==> src/rtl/tosc_pkg.sv <==
package tosc_pkg;

    localparam logic [3:0] OP_PUSHM = 4'd0;
    localparam logic [3:0] OP_PUSHL = 4'd1;
    localparam logic [3:0] OP_POPM  = 4'd2;
    localparam logic [3:0] OP_ADD   = 4'd3;
    localparam logic [3:0] OP_SUB   = 4'd4;
    localparam logic [3:0] OP_RSUB  = 4'd5;
    localparam logic [3:0] OP_MUL   = 4'd6;
    localparam logic [3:0] OP_EXP   = 4'd7;
    localparam logic [3:0] OP_REXP  = 4'd8;
    localparam logic [3:0] OP_SWAP  = 4'd9;

    typedef enum logic [2:0] {
        ST_IDLE   = 3'd0,
        ST_SPILL  = 3'd1,
        ST_REFILL = 3'd2,
        ST_FETCH  = 3'd3,
        ST_STORE  = 3'd4,
        ST_EXEC   = 3'd5
    } st_e;

    // Pending micro-steps of one instruction, performed in field order
    typedef struct packed {
        logic       spill;
        logic [1:0] refills;
        logic       fetch;
        logic       store;
        logic       exec;
        logic       uflow;
    } plan_t;

    function automatic logic is_arith(logic [3:0] op);
        return (op >= OP_ADD) && (op <= OP_REXP);
    endfunction

    function automatic logic is_rev(logic [3:0] op);
        return (op == OP_RSUB) || (op == OP_REXP);
    endfunction

    function automatic st_e pick_step(plan_t p);
        if (p.spill)                 return ST_SPILL;
        else if (p.refills != 2'd0)  return ST_REFILL;
        else if (p.fetch)            return ST_FETCH;
        else if (p.store)            return ST_STORE;
        else if (p.exec)             return ST_EXEC;
        else                         return ST_IDLE;
    endfunction

endpackage

==> src/rtl/tosc_planner.sv <==
module tosc_planner
    import tosc_pkg::*;
#(
    parameter int AW   = 8,
    parameter int BASE = 128
) (
    input  logic [3:0]    op,
    input  logic [1:0]    cnt,
    input  logic [AW-1:0] ptr,
    output plan_t         plan
);
    localparam logic [AW-1:0] BASE_A = AW'(BASE);
    localparam int            XW     = AW + 2;

    logic [AW-1:0] mem_words;
    logic [XW-1:0] avail;
    logic [XW-1:0] need;

    always_comb begin
        mem_words = ptr - BASE_A;
        avail     = XW'(mem_words) + XW'(cnt);
        if (is_arith(op) || op == OP_SWAP) need = XW'(2);
        else if (op == OP_POPM)            need = XW'(1);
        else                               need = '0;
    end

    always_comb begin
        plan = '0;
        if (avail < need) begin
            plan.exec  = 1'b1;
            plan.uflow = 1'b1;
        end else begin
            unique case (op)
                OP_PUSHM: begin
                    plan.spill = (cnt == 2'd2);
                    plan.fetch = 1'b1;
                end
                OP_PUSHL: begin
                    plan.spill = (cnt == 2'd2);
                    plan.exec  = 1'b1;
                end
                OP_POPM: begin
                    plan.refills = (cnt == 2'd0) ? 2'd1 : 2'd0;
                    plan.store   = 1'b1;
                end
                OP_ADD, OP_SUB, OP_RSUB, OP_MUL, OP_EXP, OP_REXP, OP_SWAP: begin
                    plan.refills = 2'd2 - cnt;
                    plan.exec    = 1'b1;
                end
                default: plan.exec = 1'b1;
            endcase
        end
    end
endmodule

==> src/rtl/tosc_alu.sv <==
module tosc_alu
    import tosc_pkg::*;
#(
    parameter int DW   = 16,
    parameter int EXPW = 4
) (
    input  logic [3:0]    op,
    input  logic [DW-1:0] lhs,
    input  logic [DW-1:0] rhs,
    output logic [DW-1:0] res
);
    // Square-and-multiply power, one stage per exponent bit
    logic [DW-1:0] acc [EXPW+1];
    logic [DW-1:0] sq  [EXPW+1];

    assign acc[0] = DW'(1);
    assign sq[0]  = lhs;

    for (genvar i = 0; i < EXPW; i++) begin : g_pow
        assign acc[i+1] = rhs[i] ? DW'(acc[i] * sq[i]) : acc[i];
        assign sq[i+1]  = DW'(sq[i] * sq[i]);
    end

    always_comb begin
        unique case (op)
            OP_ADD:           res = DW'(lhs + rhs);
            OP_SUB, OP_RSUB:  res = DW'(lhs - rhs);
            OP_MUL:           res = DW'(lhs * rhs);
            OP_EXP, OP_REXP:  res = acc[EXPW];
            default:          res = '0;
        endcase
    end
endmodule

==> src/rtl/tos_cache_unit.sv <==
module tos_cache_unit
    import tosc_pkg::*;
#(
    parameter int DW   = 16,
    parameter int AW   = 8,
    parameter int BASE = 128,
    parameter int EXPW = 4,
    parameter int CW   = 4
) (
    input  logic          clk,
    input  logic          rst_n,
    input  logic          in_valid,
    output logic          in_ready,
    input  logic [3:0]    in_op,
    input  logic [AW-1:0] in_addr,
    input  logic [DW-1:0] in_lit,
    output logic          mem_req,
    output logic          mem_we,
    output logic [AW-1:0] mem_addr,
    output logic [DW-1:0] mem_wdata,
    input  logic [DW-1:0] mem_rdata,
    output logic          done_valid,
    output logic [CW-1:0] done_cycles,
    output logic          underflow,
    output logic [1:0]    stk_count,
    output logic [AW-1:0] stk_ptr
);
    localparam logic [AW-1:0] BASE_A = AW'(BASE);

    typedef struct packed {
        st_e           st;
        logic          ph;
        plan_t         pend;
        logic [3:0]    op;
        logic [AW-1:0] addr;
        logic [DW-1:0] lit;
        logic [DW-1:0] sh0;      // top word
        logic [DW-1:0] sh1;      // word below top
        logic [1:0]    cnt;
        logic [AW-1:0] ptr;
        logic [CW-1:0] cyc;
        logic          uflow;
        logic          done;
        logic [CW-1:0] done_cyc;
    } regs_t;

    regs_t q, n;
    plan_t plan;
    logic  step_end;
    logic  [DW-1:0] alu_l, alu_r, alu_res;
    logic           req_c, we_c;
    logic  [AW-1:0] addr_c;
    logic  [DW-1:0] wdata_c;

    tosc_planner #(.AW(AW), .BASE(BASE)) u_plan (
        .op   (in_op),
        .cnt  (q.cnt),
        .ptr  (q.ptr),
        .plan (plan)
    );

    assign alu_l = is_rev(q.op) ? q.sh0 : q.sh1;
    assign alu_r = is_rev(q.op) ? q.sh1 : q.sh0;

    tosc_alu #(.DW(DW), .EXPW(EXPW)) u_alu (
        .op  (q.op),
        .lhs (alu_l),
        .rhs (alu_r),
        .res (alu_res)
    );

    always_comb begin
        n        = q;
        n.done   = 1'b0;
        step_end = 1'b0;
        req_c    = 1'b0;
        we_c     = 1'b0;
        addr_c   = q.addr;
        wdata_c  = q.sh0;

        unique case (q.st)
            ST_IDLE: begin
                if (in_valid) begin
                    n.op   = in_op;
                    n.addr = in_addr;
                    n.lit  = in_lit;
                    n.pend = plan;
                    n.cyc  = '0;
                    n.ph   = 1'b0;
                    n.st   = pick_step(plan);
                end
            end
            ST_SPILL: begin
                req_c   = 1'b1;
                we_c    = 1'b1;
                addr_c  = q.ptr + AW'(1);
                wdata_c = q.sh1;
                if (q.ph) begin
                    n.ptr        = q.ptr + AW'(1);
                    n.cnt        = 2'd1;
                    n.pend.spill = 1'b0;
                    step_end     = 1'b1;
                end
            end
            ST_REFILL: begin
                req_c  = 1'b1;
                addr_c = q.ptr;
                if (q.ph) begin
                    n.ptr = q.ptr - AW'(1);
                    if (q.cnt == 2'd1) begin
                        n.sh1 = mem_rdata;
                        n.cnt = 2'd2;
                    end else begin
                        n.sh0 = mem_rdata;
                        n.cnt = 2'd1;
                    end
                    n.pend.refills = q.pend.refills - 2'd1;
                    step_end       = 1'b1;
                end
            end
            ST_FETCH: begin
                req_c  = 1'b1;
                addr_c = q.addr;
                if (q.ph) begin
                    n.sh1        = q.sh0;
                    n.sh0        = mem_rdata;
                    n.cnt        = q.cnt + 2'd1;
                    n.pend.fetch = 1'b0;
                    step_end     = 1'b1;
                end
            end
            ST_STORE: begin
                req_c   = 1'b1;
                we_c    = 1'b1;
                addr_c  = q.addr;
                wdata_c = q.sh0;
                if (q.ph) begin
                    n.sh0        = q.sh1;
                    n.cnt        = q.cnt - 2'd1;
                    n.pend.store = 1'b0;
                    step_end     = 1'b1;
                end
            end
            ST_EXEC: begin
                n.pend.exec = 1'b0;
                step_end    = 1'b1;
                if (q.pend.uflow) begin
                    n.uflow = 1'b1;
                end else if (q.op == OP_PUSHL) begin
                    n.sh1 = q.sh0;
                    n.sh0 = q.lit;
                    n.cnt = q.cnt + 2'd1;
                end else if (is_arith(q.op)) begin
                    n.sh0 = alu_res;
                    n.cnt = 2'd1;
                end else if (q.op == OP_SWAP) begin
                    n.sh0 = q.sh1;
                    n.sh1 = q.sh0;
                end
            end
            default: n.st = ST_IDLE;
        endcase

        if (q.st != ST_IDLE) begin
            n.cyc = q.cyc + CW'(1);
            n.ph  = step_end ? 1'b0 : ~q.ph;
            if (step_end) begin
                n.st = pick_step(n.pend);
                if (pick_step(n.pend) == ST_IDLE) begin
                    n.done     = 1'b1;
                    n.done_cyc = q.cyc + CW'(1);
                end
            end
        end
    end

    always_ff @(posedge clk) begin
        if (!rst_n) begin
            q     <= '0;
            q.st  <= ST_IDLE;
            q.ptr <= BASE_A;
        end else begin
            q <= n;
        end
    end

    assign in_ready    = (q.st == ST_IDLE);
    assign mem_req     = req_c;
    assign mem_we      = we_c;
    assign mem_addr    = addr_c;
    assign mem_wdata   = wdata_c;
    assign done_valid  = q.done;
    assign done_cycles = q.done_cyc;
    assign underflow   = q.uflow;
    assign stk_count   = q.cnt;
    assign stk_ptr     = q.ptr;
endmodule

==> config.mk <==
export PLATFORM = sky130hd
export DESIGN_NAME = tos_cache_unit
export DESIGN_NICKNAME = d
export VERILOG_FILES = /design/src/rtl/tosc_pkg.sv /design/src/rtl/tosc_planner.sv /design/src/rtl/tosc_alu.sv /design/src/rtl/tos_cache_unit.sv
export SDC_FILE = /design/constraint.sdc
export NUM_CORES = 2
export LEC_CHECK = 0
export BUFFER_PORTS_ARGS = -buffer_cell sky130_fd_sc_hd__buf_4
export CORE_MARGIN = 4
export CORE_UTILIZATION = 56
export CTS_BUF_LIST = sky130_fd_sc_hd__clkbuf_4 sky130_fd_sc_hd__clkbuf_8 sky130_fd_sc_hd__clkbuf_16
export CTS_CLUSTER_SIZE = 10
export DETAILED_ROUTE_END_ITERATION = 12
export HOLD_SLACK_MARGIN = 0.05
export PLACE_DENSITY_LB_ADDON = 0.08
export RECOVER_POWER = 25
export SLEW_MARGIN = 20
export SYNTH_ARGS = -nofsm -noshare
export SYNTH_HDL_FRONTEND = slang
export SYNTH_HIERARCHICAL = 1
export SYNTH_SLANG_ARGS = --single-unit
==> constraint.sdc <==
create_clock -name clk -period 18.9 [get_ports clk]
set_input_delay 0 -clock clk [delete_from_list [all_inputs] [get_ports clk]]
set_output_delay 0 -clock clk [all_outputs]
set_load 0.005 [all_outputs]
==> results.yml <==
setup_path:
  worstPathRequired_ps: 19100
  crit_type: "reg -> reg"
  crit_path_max_incr_delay_ps: 520
  crit_family: "adder cells"
  cpMaxStageDelayCell: "fa_1"
  path_depth: 72
  end_kind: "flip-flop"
  start_kind: "flip-flop"
  r2r_slack_ps: 740
  worstPathMaxFanout: 16
  r2r_start: "q[78]"
  crit_top_cell: "fa_1"
  reg2reg_to: "q[51]"
  r2r_cells: 72
  worstPathArrival_ps: 18360
  worst-path-buf-inv: 11
sta:
  period_share: 0.961
  tightest_slew_ps: 1310
  hold_violations: 0
  setup_tns_ps: 0
  maxSlewHeadroom: 0.128
  skew_ps: 13.8
  setup_viol: 0
  min_period_ps: 18160
  maxSlewViolCount: 0
  fmax_mhz: 55.1
final_layout:
  drive_gt1_frac: 0.0756
  fin_nets: 4351
  fillers: 4405
  final_area_um2: 30600
  area_delta_synth_final_pct: 8.76
  final_util: 0.620
  n_antenna_cell: 0
  stdcell_count: 4211
logic_synthesis:
  netlist_area_um2: 28100
  synth.most_common_cell: "inv_1"
  async_reset_ff_frac: 0
  syn_area_per_cell_um2: 8.16
  synth_common_cells: "inv_1 (658), nand2_1 (423), fa_1 (392)"
  yosysTopAreaCell: "fa_1"
  synth_seq_cells: 91
  netlist.area_leader.share: 0.279
  synth_edf_count: 0
  yosysSeqAreaShare: 0.0647
  ys_types: 90
  synth-main-ff-cell: "dfxtp_1"
  yosysWarnings: 6
  ys_top_cells_by_area: "fa_1 (28%), ha_1 (16%), inv_1 (8.8%), dfxtp_1 (6.5%), nand2_1 (5.6%)"
  synthCells: 3448
place:
  place_inst: 4137
  routabilityCongestion: 0.934
  post_dp_cell_area_um2: 29600
  dp_hpwl_um: 62800
  numPortBuffers: 89
clock_tree:
  cts_buffers: 9
  clock_latency_ps: 360
  h-tree-depth: 3
  cts_num_sinks: 91
  clk_path_buf_depth: 2
  cts.clk_slew.worst_paths_ps: 70
  cts_tree: "done"
  cts_root_buffer: "clkbuf_16"
route:
  ant_nets: 0
  drtIter0Drc: 1856
  wirelength_um: 79400
  wl_per_cell_um: 18.9
  num_vias: 23700
  viasPerCell: 5.63
  first_pass_iters: 6
  drc_errors: 0
grt:
  grt_pass1_vias: 24200
  antenna_found_initial: 0
  grt_start_max_net_pins: 72
  grt_usage: 0.297
  grt_pass1_wl_um: 129000
  grt_overflow_total: 0
die:
  rows: 81
  die_w_um: 232
  fp.coreArea_um2: 49400
  initial_core_util: 0.570
  dieArea_um2: 53900
  io_pins: 90
  die_height_um: 232
flow_run:
  maxCapViolCount: 0
min_path:
  min_path_cells: 4
  hold_path_end: "q[9]"
  min-delay-start: "in_valid"
  min_path_type: "in -> reg"
power_and_ir_drop:
  max-vdd-ir-drop_v: 0.0000704
  leakage_nw: 15.3
  power_density_nw_per_um2: 65.2
outcome:
  run_status: "finished clean"
==> worst max path at each step <==
stage,from,endpoint
after detailed placement,q[79],q[51]
final,q[78],q[51]
after global placement,q[76],q[51]
after global routing,q[78],q[51]
after CTS,q[79],q[51]
after floorplan,q[78],q[51]
==> worst register-to-register path: cells and delay by family, from the launching register on <==
kind | cells | cell delay, ps
XOR/XNOR | 13 | 2550
buffers and inverters | 11 | 710
multiplexers | 1 | 390
adder cells (fa/ha/maj) | 26 | 10290
flip-flops | 1 | 340
AND/OR/NAND/NOR | 10 | 1690
AO/OA/AOI/OAI | 11 | 2060
==> area by class of cell <==
type | count | area, µm² | area share
multi-input combinational | 2577 | 23500 | 0.768
sequential | 91 | 1820 | 0.0595
tap | 664 | 831 | 0.0271
clock buffer | 9 | 225 | 0.00736
clock inverter | 7 | 92.6 | 0.00303
inverter | 663 | 2490 | 0.0814
timing repair buffer | 200 | 1650 | 0.0538
==> layout by cell type, fill, tap and decap left out, drive strengths merged, types with 36 or more instances in the layout <==
master	netlist	layout
a21oi	142	142
and2	122	122
buf	49	132
conb	2	42
dfxtp	91	91
dlygate4sd3	0	47
fa	392	392
ha	370	370
inv	659	662
mux2	37	38
nand2	425	425
nand2b	36	36
nor2	245	245
o21ai	96	96
xnor2	170	170
xor2	46	46
==> per-layer routing <==
layer / up-vias / track usage / part of all wire
met5: - / 0 / 0
met4: 0 / 0.0686 / 0.023
met3: 118 / 0.0329 / 0.067
met2: 813 / 0.501 / 0.47
met1: 11700 / 0.413 / 0.44
li1: 11100 / - / -
==> state kept, by name (all words and copies together), names as in the netlist <==
name / flops
stk_count: 2
stk_ptr: 8
done_cycles: 4
underflow: 1
done_valid: 1
q: 75
==> timing repair <==
item / in CTS / in global routing
endpoints found under the setup margin: 0 / 1
setup buffers: 0 / 9
gates resized for setup: 0 / 30
hold buffers: 47 / 0
endpoints found under the hold margin: 61 / 0
==> report_power, final <==
group	switching (W)	internal (W)
Sequential	0.0000482	0.000231
Combinational	0.000910	0.000611
Clock	0.0000884	0.000106
Total	0.00105	0.000949
==> cells by family after synthesis <==
family	synth area share
other	0.000267
multiplexers	0.0244
buffers and inverters	0.113
XOR/XNOR	0.0751
AND/OR/NAND/NOR	0.168
flip-flops	0.0647
AO/OA/AOI/OAI	0.111
adder cells (fa/ha/maj)	0.443
==> metrics by stage <==
step / hold WS [ps] / worst slack, ps / total power, W
detailed placement: 264 / 240 / 0.00175
finish: 126 / 739 / 0.00200
global route: 175 / -1.98 / 0.00216
global placement: 253 / 488 / 0.00174
CTS: 111 / 140 / 0.00197
floorplan: 136 / 561 / 0.00136
(Power assumes the default switching activity.)
